<file path="config.mk">
export PLATFORM = sky130hd
export DESIGN_NAME = coh_line_evict
export DESIGN_NICKNAME = d
export VERILOG_FILES = /design/src/rtl/coh_pkg.sv /design/src/rtl/coh_line_slot.sv /design/src/rtl/coh_evict_sel.sv /design/src/rtl/coh_line_evict.sv
export SDC_FILE = /design/constraint.sdc
export NUM_CORES = 1
export LEC_CHECK = 0
export ABC_AREA = 1
export BUFFER_PORTS_ARGS = -buffer_cell sky130_fd_sc_hd__buf_2
export CAP_MARGIN = 20
export CORE_UTILIZATION = 64
export DETAILED_ROUTE_END_ITERATION = 10
export HOLD_SLACK_MARGIN = 0.02
export PLACE_DENSITY = 0.85
export SLEW_MARGIN = 20
export SYNTH_ARGS = -nofsm -noshare
export SYNTH_HDL_FRONTEND = slang
export SYNTH_SLANG_ARGS = --single-unit
</file>
<file path="constraint.sdc">
create_clock -name clk -period 3.73 [get_ports clk]
set_input_delay 0.1865 -clock clk [delete_from_list [all_inputs] [get_ports clk]]
set_output_delay 0.1865 -clock clk [all_outputs]
set_load 0.01 [all_outputs]
</file>
<file path="src/rtl/coh_pkg.sv">
package coh_pkg;
    typedef enum logic [2:0] {
        ST_I   = 3'd0,
        ST_SC  = 3'd1,
        ST_UC  = 3'd2,
        ST_SD  = 3'd3,
        ST_UD  = 3'd4,
        ST_UDT = 3'd5
    } line_st_t;

    typedef enum logic [2:0] {
        OP_NOP    = 3'd0,
        OP_FILL   = 3'd1,
        OP_STORE  = 3'd2,
        OP_SNPINV = 3'd3,
        OP_SCFAIL = 3'd4,
        OP_SCOK   = 3'd5,
        OP_EVICT  = 3'd6,
        OP_RSVD   = 3'd7
    } line_op_t;

    typedef enum logic [2:0] {
        RQ_WB_FULL    = 3'd0,
        RQ_WEVICT     = 3'd1,
        RQ_WCLEAN     = 3'd2,
        RQ_EVICT      = 3'd3,
        RQ_MEM_WRITE  = 3'd4
    } evict_rq_t;
endpackage

</file>
<file path="src/rtl/coh_line_slot.sv">
module coh_line_slot
    import coh_pkg::*;
#(
    parameter int THRESH = 2,
    parameter int TOUT   = 5
) (
    input  logic     clk,
    input  logic     rst_n,
    input  logic     cfg_allow_sd,
    input  logic     hit,
    input  line_op_t op,
    input  logic [2:0] fill_st,
    output line_st_t st
);
    localparam int CMAX = THRESH + 1;
    localparam int CW   = $clog2(CMAX + 1);
    localparam int TW   = $clog2(TOUT + 1);

    line_st_t       st_n;
    logic [CW-1:0]  cnt, cnt_n, cnt_inc;
    logic [TW-1:0]  tmr, tmr_n;

    assign cnt_inc = (cnt == CW'(CMAX)) ? cnt : cnt + 1'b1;

    always_ff @(posedge clk) begin
        if (!rst_n) begin
            st  <= ST_I;
            cnt <= '0;
            tmr <= '0;
        end else begin
            st  <= st_n;
            cnt <= cnt_n;
            tmr <= tmr_n;
        end
    end

    always_comb begin
        st_n  = st;
        cnt_n = cnt;
        tmr_n = tmr;
        if (st == ST_UDT) begin
            if (tmr <= TW'(1)) begin
                st_n  = ST_UD;
                tmr_n = '0;
            end else begin
                tmr_n = tmr - 1'b1;
            end
        end
        if (hit) begin
            unique case (op)
                OP_FILL: begin
                    unique case (fill_st)
                        3'd1: begin st_n = ST_SC; cnt_n = '0; end
                        3'd2: st_n = ST_UC;
                        3'd3: begin
                            if (cfg_allow_sd) begin
                                st_n  = ST_SD;
                                cnt_n = '0;
                            end else begin
                                st_n = ST_UD;
                            end
                        end
                        3'd4: st_n = ST_UD;
                        default: ;
                    endcase
                end
                OP_STORE, OP_SCOK: begin
                    if (st != ST_I && st != ST_UDT) st_n = ST_UD;
                    if (op == OP_SCOK) cnt_n = '0;
                end
                OP_SNPINV: st_n = ST_I;
                OP_SCFAIL: begin
                    cnt_n = cnt_inc;
                    if (st == ST_I) begin
                        if (cnt_inc > CW'(THRESH)) begin
                            st_n  = ST_UDT;
                            tmr_n = TW'(TOUT);
                        end else begin
                            st_n = ST_UD;
                        end
                    end
                end
                OP_EVICT: if (st != ST_UDT) st_n = ST_I;
                default: ;
            endcase
        end
        if (st_n != ST_UDT) tmr_n = '0;
    end

    p_no_new_sd_r3: assert property (@(posedge clk) disable iff (!rst_n)
        (!cfg_allow_sd && st != ST_SD) |=> st != ST_SD);
    p_snoop_kills_r5: assert property (@(posedge clk) disable iff (!rst_n)
        (hit && op == OP_SNPINV) |=> st == ST_I);
    p_pinned_r9: assert property (@(posedge clk) disable iff (!rst_n)
        (hit && op == OP_EVICT && st == ST_UDT && tmr > TW'(1)) |=> st == ST_UDT);
    p_timer_live_r8: assert property (@(posedge clk) disable iff (!rst_n)
        (st == ST_UDT) |-> tmr != '0);
    p_cnt_clear_r7: assert property (@(posedge clk) disable iff (!rst_n)
        (hit && op == OP_SCOK) |=> cnt == '0);
endmodule

</file>
<file path="src/rtl/coh_evict_sel.sv">
module coh_evict_sel
    import coh_pkg::*;
(
    input  line_st_t  st,
    input  logic      sharers,
    input  logic      home,
    output logic      issue,
    output evict_rq_t kind
);
    logic dirty;
    assign dirty = (st == ST_UD) || (st == ST_SD);

    always_comb begin
        issue = 1'b0;
        kind  = RQ_WB_FULL;
        if (home) begin
            if (dirty) begin
                issue = 1'b1;
                kind  = RQ_MEM_WRITE;
            end
        end else begin
            unique case (st)
                ST_UD, ST_SD: begin
                    issue = 1'b1;
                    kind  = sharers ? RQ_WCLEAN : RQ_WB_FULL;
                end
                ST_UC: begin issue = 1'b1; kind = RQ_WEVICT; end
                ST_SC: begin issue = 1'b1; kind = RQ_EVICT; end
                default: ;
            endcase
        end
    end
endmodule

</file>
<file path="src/rtl/coh_line_evict.sv">
module coh_line_evict
    import coh_pkg::*;
#(
    parameter int NLINES = 4,
    parameter int THRESH = 2,
    parameter int TOUT   = 5,
    localparam int LW    = $clog2(NLINES)
) (
    input  logic          clk,
    input  logic          rst_n,
    input  logic          cfg_allow_sd,
    input  logic          cfg_home,
    input  logic          cmd_valid,
    input  logic [2:0]    cmd_op,
    input  logic [LW-1:0] cmd_line,
    input  logic [2:0]    cmd_fill_st,
    input  logic          cmd_sharers,
    input  logic [LW-1:0] q_line,
    output logic [2:0]    q_state,
    output logic          evict_valid,
    output logic [2:0]    evict_kind,
    output logic          evict_busy
);
    line_op_t  op;
    line_st_t  line_st [NLINES];
    line_st_t  sel_st;
    logic      sel_issue;
    evict_rq_t sel_kind;
    logic      is_evict;

    assign op       = line_op_t'(cmd_op);
    assign is_evict = cmd_valid && (op == OP_EVICT);

    for (genvar g = 0; g < NLINES; g++) begin : g_slot
        coh_line_slot #(.THRESH(THRESH), .TOUT(TOUT)) u_slot (
            .clk          (clk),
            .rst_n        (rst_n),
            .cfg_allow_sd (cfg_allow_sd),
            .hit          (cmd_valid && (cmd_line == LW'(g))),
            .op           (op),
            .fill_st      (cmd_fill_st),
            .st           (line_st[g])
        );
    end

    assign sel_st  = line_st[cmd_line];
    assign q_state = line_st[q_line];

    coh_evict_sel u_sel (
        .st      (sel_st),
        .sharers (cmd_sharers),
        .home    (cfg_home),
        .issue   (sel_issue),
        .kind    (sel_kind)
    );

    always_ff @(posedge clk) begin
        if (!rst_n) begin
            evict_valid <= 1'b0;
            evict_kind  <= 3'd0;
            evict_busy  <= 1'b0;
        end else begin
            evict_busy  <= is_evict && (sel_st == ST_UDT);
            evict_valid <= is_evict && (sel_st != ST_UDT) && sel_issue;
            evict_kind  <= (is_evict && sel_issue) ? sel_kind : 3'd0;
        end
    end

    p_busy_excl_r9: assert property (@(posedge clk) disable iff (!rst_n)
        evict_busy |-> !evict_valid);
    p_home_kind_r11: assert property (@(posedge clk) disable iff (!rst_n)
        (is_evict && cfg_home && sel_st != ST_UDT && sel_issue) |=> evict_kind == 3'd4);
    p_idle_evict_r12: assert property (@(posedge clk) disable iff (!rst_n)
        (is_evict && sel_st == ST_I) |=> (!evict_valid && !evict_busy));
    p_evict_drops_r12: assert property (@(posedge clk) disable iff (!rst_n)
        (is_evict && sel_st != ST_UDT && q_line == cmd_line) |=> q_state == 3'd0);
endmodule

</file>
Word level (Yosys, flattened, before mapping)

Cells that the tools add are included.
Widths: inputs -> output; s select.

Bits of input ports: 16
Output and inout bits: 8
Register bits: 37
Word-level logic and storage cells: 195

Muxes and demuxes: 85
Bitwise operators: 3
$lt $le $gt $ge: 10
Equality and inequality tests: 38
Add/subtract/negate cells: 8
Reduce and logical (&&, ||, !) cells: 36

Operator list:

| kind                | count |
|---|---|
| $mux 3              | 55 |
| $pmux 3 s5          | 4 |
| $pmux 3 s4          | 4 |
| $eq 3x3->1 const B  | 10 |
| $ne 3x3->1 const B  | 10 |
| $pmux 2 s3          | 4 |
| $reduce_and 5->1    | 4 |
| $eq 3x2->1 const B  | 6 |
| $reduce_bool 3->1   | 5 |
| $mux 2              | 7 |
| $logic_and 1x1->1   | 13 |
| $bmux 3 s2          | 2 |
| $eq 2x2->1 const B  | 6 |
| $le 3x1->1 const B  | 4 |
| $logic_not 3->1     | 4 |
| $reduce_or 2->1     | 6 |
| $sub 3x1->3 const B | 4 |
| $eq 3x1->1 const B  | 3 |
| $pmux 3 s3          | 1 |
| $add 2x1->2 const B | 4 |
| $gt 2x2->1 const B  | 4 |
| $mux 1              | 7 |
| $ge 3x3->1 const B  | 2 |
| $not 2->3           | 2 |
| other kinds (9)     | 9 |

Longest topological paths before layout

Depth after elaboration: 10
Depth in mapped cells: 13
Depth with buffers taken out: 13

Modules after synthesis

A second synthesis with hierarchy kept.

Cells, all modules: 591
Area, all modules: 3572.2 sq um

By module, submodules not included:

| module                               | cells each | instances | seq. area each (sq um) | area an instance (sq um) |
|---|---|---|---|---|
| coh_line_slot (g_slot[0].u_slot ...) | 126        | 3         | 160.2                  | 777.0 |
| coh_line_slot (g_slot[3].u_slot)     | 120        | 1         | 160.2                  | 726.9 |
| coh_line_evict                       | 74         | 1         | 100.1                  | 435.4 |
| coh_evict_sel                        | 19         | 1         | 0.0                    | 78.8 |

Least setup slack after synthesis

Ideal clock, no wire load.

Path kind: reg2reg
Start point: register g_slot[1].u_slot.st[0]
End point: register g_slot[1].u_slot.tmr[0]
Arrival: 1.236 ns
Buffers on the path: 0
Setup slack: 2.373 ns
Data required time: 3.610 ns
Setup time: 0.120 ns
Clock period less this slack: 1.357 ns
Stages on the path, launching flop included: 12
Cells stage by stage: dfxtp_1 nand2_1 nor2_1 nand3_1 nand2_1 inv_1 nand2_1 nand3_1 nand2_1 nand2_1 nand2_2 nor2_1

Cells in the longest elaborated chain, start to end: 7
Elaborated cells between the ends (all ways): 20
Those cells by class: 3 x eq/ne; 13 x mux; 4 x reduce/logical

Ends and longest elaborated chain:

| item                                               | RTL line                                 | RTL |
|---|---|---|
| from (decl)                                        | coh_line_slot.sv:13                      | `output line_st_t st` |
| from (signal assigned)                             | coh_line_slot.sv:31                      | `st <= st_n;` |
| $eq 3x3->1, or another cell as far along           | coh_line_slot.sv:41                      | `if (st == ST_UDT) begin` |
| $mux 3 / $logic_and 1x1->1 (equally long branches) | coh_line_slot.sv:41, coh_line_slot.sv:68 |  |
| $pmux 3 s4, or another cell as far along           | coh_line_slot.sv:52                      | `unique case (fill_st)` |
| $pmux 3 s5                                         | coh_line_slot.sv:50                      | `unique case (op)` |
| $mux 3                                             | coh_line_slot.sv:49                      | `if (hit) begin` |
| $ne 3x3->1                                         | coh_line_slot.sv:87                      | `if (st_n != ST_UDT) tmr_n = '0;` |
| $reduce_or 2->1 (no source line)                   | n/a                                      |  |
| to (signal assigned)                               | coh_line_slot.sv:33                      | `tmr <= tmr_n;` |
| to (decl)                                          | coh_line_slot.sv:21                      | `logic [TW-1:0] tmr, tmr_n;` |

Several ways; a longest one is shown, not always the timed one.
A chain may end at the register's enable or synchronous reset.

Worst setup path after layout

Ends and elaborated chain as after synthesis.

==> flow_metrics.env <==
export IMPL_min_delay_worst_endpoint="evict_kind[1]"
export IMPL_critical_path_required_ns=3.91
export IMPL_antenna_found_initial=0
export IMPL_multi_input_area_um2=1629
export IMPL_r2r_end="g_slot[1].u_slot.tmr[0]"
export IMPL_io_buffers=23
export IMPL_critPathKind="reg2reg"
export IMPL_max_slew_worst_pin_slew_ns=0.5744
export IMPL_r2r_start="g_slot[1].u_slot.st[0]"
export IMPL_place_area_um2=2856
export IMPL_r2r_cells=11
export IMPL_fmax_ghz=0.5552
export IMPL_area_growth_synth_to_final_pct=10.36
export IMPL_fin_skew_ns=0.008518
export IMPL_hold_start="cmd_sharers"
export IMPL_status="finished clean"
export IMPL_grt_pass1_wl_mm=10.82
export IMPL_clk_pin_slew_ns=0.07
export IMPL_power_switching_uw=229.1
export IMPL_dp_slack_ns=2.008
export IMPL_crit_slowest_cell="dfxtp_1"
export IMPL_ys_types=33
export IMPL_regArea_um2=740.7
export IMPL_p_int_uw=651.1
export IMPL_grt_pass1_vias=2534
export IMPL_grt_max_degree=16
export IMPL_clock_sinks=37
export IMPL_p_clk_share_pct=41.0
export IMPL_rsz0062_at_grt="no"
export IMPL_crit_fanout=7
export IMPL_diodes=0
export IMPL_drc=0
export IMPL_p_seq_share_pct=45.6
export IMPL_power_per_cell_area_nw_per_um2=296.1
export IMPL_initial_core_util_pct=66.86
export IMPL_die_w_um=66.88
export IMPL_p_leak_nw=1.393
export IMPL_drt_iter0_drc=298
export IMPL_rows=23
export IMPL_drive_above_1_share_pct=13.36
export IMPL_drv_slew=0
export IMPL_fin_crit_sh_pct=48.29
export IMPL_slowest_delay_ns=0.42
export IMPL_swShare_pct=26.03
export IMPL_setup_violations=0
export IMPL_ys_warn_count=0
export IMPL_cts_tree="yes"
export IMPL_grt_total_usage_pct=32.10
export IMPL_synth_edff_count=0
export IMPL_fin_crit_ns=1.801
export IMPL_dpl_hpwl_mm=5.063
export IMPL_fillCellCount=354
export IMPL_path_cells="nand2_1 > nor2_1 > nand3_1 > nand2_1 > inv_1 > nand2_1 > nand3_1 > nand2_1 > nand2_1 > nand2_2 > nor2_1"
export IMPL_cts_resized=0
export IMPL_hold_path_class="in2reg"
export IMPL_ir_worst_vdd_mv=0.2430
export IMPL_wl_per_cell_um=12.57
export IMPL_max_slew_margin_rel_pct=61.66
export IMPL_ctsHoldBuffers=0
export IMPL_die_h_um=66.88
export IMPL_clockRootBuffer="clkbuf_8"
export IMPL_hold_viol=0
export IMPL_pin_count=24
export IMPL_ys_flop_type="dfxtp_1"
export IMPL_fin_setup_tns_ns=0
export IMPL_detail_route_antenna_nets=0
export IMPL_overflow=0
export IMPL_cts_setup_buffers=0
export IMPL_first_pass_iters=5
export IMPL_worst_slack_ns=1.929
export IMPL_cts_inserted_buffers=5
export IMPL_htreeDepth=2
export IMPL_synthCells=450
export IMPL_syn_area_um2=2694
export IMPL_vias=2908
export IMPL_clkLatencyLatePin_ns=0.30
export IMPL_critical_path_arrival_ns=1.98
export IMPL_r2r_slack_ns=1.93
export IMPL_postSynthNetCount=474
export IMPL_ys_ff_latch=37
export IMPL_drv_cap=0
export IMPL_cts_buffer_depth=2
export IMPL_design_area_um2=2973
export IMPL_async_flop_share_pct=0
export IMPL_avgSynthCellArea_um2=5.986
export IMPL_startpoint_type="flip-flop"
export IMPL_end_kind="flip-flop"
export IMPL_cp_common_cell="nand2_1"
export IMPL_drt_total_wl_mm=6.652
export IMPL_dieArea_um2=4472
export IMPL_viasPerCell=5.497
export IMPL_ys_seq_area_share_pct=27.50
export IMPL_p_comb_share_pct=13.3
export IMPL_coreArea_um2=4029
export IMPL_gp_congestion=0.9361
export IMPL_holdPathStages=3
export IMPL_fin_nets=502
-- sequential cells by signal, indices dropped and copies added, names as in the netlist --
| name | flops |
|---|---|
| evict_kind | 3 |
| g_slot.u_slot.st | 12 |
| g_slot.u_slot.tmr | 12 |
| g_slot.u_slot.cnt | 8 |
| evict_valid | 1 |
| evict_busy | 1 |
-- per-layer routing --
metal	vias up	GRT usage (%)	wire length [um]
met4	0	15.43	125
met1	1275	38.07	2792
met3	12	5.822	504
met5	-	0	0
met2	133	55.05	3230
li1	1488	-	-
-- kinds of logic (layout without fill, tap and decap cells) --
logic type	Yosys count	in the layout	synth area share, %
adder cells (fa/ha/maj)	8	8	3.716
AND/OR/NAND/NOR	241	241	40.41
flip-flops	37	37	27.50
buffers and inverters	84	113	12.03
AO/OA/AOI/OAI	80	80	16.35
-- worst max path at each step --
stage / start / end / slack, ns / cells after the start
after floorplan: g_slot[1].u_slot.st[0] / g_slot[1].u_slot.tmr[0] / 2.37 / 11
after global placement: cmd_op[1] / g_slot[3].u_slot.tmr[0] / 2.08 / 10
after detailed placement: g_slot[1].u_slot.st[0] / g_slot[1].u_slot.tmr[0] / 2.01 / 11
after CTS: g_slot[1].u_slot.st[0] / g_slot[1].u_slot.tmr[0] / 1.97 / 11
after global routing: g_slot[1].u_slot.st[0] / g_slot[1].u_slot.tmr[0] / 1.81 / 11
final: g_slot[1].u_slot.st[0] / g_slot[1].u_slot.tmr[0] / 1.93 / 11
-- cell type report --
cell class / count / area share [%]
sequential: 37 / 24.92
clock inverter: 1 / 1.010
clock buffer: 7 / 2.904
timing repair buffer: 23 / 3.872
inverter: 82 / 10.40
tap: 50 / 2.104
multi-input combinational: 329 / 54.80
-- cell usage in the layout (no fill, tap or decap), types with 6 or more instances in the layout --
| cell type | count |
|---|---|
| nand2_1 | 116 |
| inv_1 | 76 |
| nor2_1 | 53 |
| dfxtp_1 | 37 |
| a21oi_1 | 34 |
| nand3_1 | 28 |
| o21ai_0 | 25 |
| buf_2 | 23 |
| nand2_2 | 11 |
| ha_1 | 8 |
| nor3_1 | 7 |
| nor2_2 | 6 |
| clkbuf_8 | 6 |
-- power by group through the flow --
stage	Sequential, mW	Combinational [mW]	Clock (mW)
after floorplan	0.409	0.0799	0
after global placement	0.410	0.111	0
after detailed placement	0.411	0.113	0
after CTS	0.401	0.114	0.365
after global routing	0.402	0.131	0.381
final	0.402	0.117	0.361
-- per-stage QoR --
| stage | hold slack [ns] | utilization, % | cells | power (mW) |
|---|---|---|---|---|
| 2_1_floorplan | 0.3249 | - | 450 | 0.4894 |
| 3_3_place_gp | 0.4349 | 70.90 | 521 | 0.5215 |
| 3_5_place_dp | 0.4464 | 70.90 | 521 | 0.5237 |
| 4_1_cts | 0.1408 | 73.79 | 529 | 0.8811 |
| 5_1_grt | 0.1794 | 73.79 | 529 | 0.9134 |
| 6_report | 0.1465 | 73.79 | 529 | 0.8802 |
-- worst max-delay path, delay by kind of cell (launching register included) --
kind,cells,cell delay (ns)
DFF,1,0.42
buffers and inverters,1,0.08
and+or+nand+nor,10,1.19
-- Yosys cell counts (2+ instances only) --
| library cell | instances | share of area (%) |
|---|---|---|
| nand2_1 | 116 | 16 |
| inv_1 | 76 | 11 |
| nor2_1 | 53 | 7.4 |
| dfxtp_1 | 37 | 27 |
| a21oi_1 | 34 | 6.3 |
| nand3_1 | 28 | 5.2 |
| o21ai_0 | 25 | 4.6 |
| nand2_2 | 11 | 2.6 |
| ha_1 | 8 | 3.7 |
| nor3_1 | 7 | 1.3 |
| nor2_2 | 6 | 1.4 |
| a211oi_1 | 5 | 1.4 |
| inv_2 | 5 | 0.70 |
| nand3_2 | 4 | 1.5 |
| nand4_1 | 4 | 0.93 |
| o21bai_1 | 4 | 1.1 |
| nor2_4 | 3 | 1.3 |
| o21ai_1 | 3 | 0.56 |
| o22ai_1 | 3 | 0.70 |
| a31oi_1 | 2 | 0.46 |
| nand3b_1 | 2 | 0.56 |
| nor4_1 | 2 | 0.46 |
| o21a_1 | 2 | 0.56 |
(Power assumes the default switching activity.)
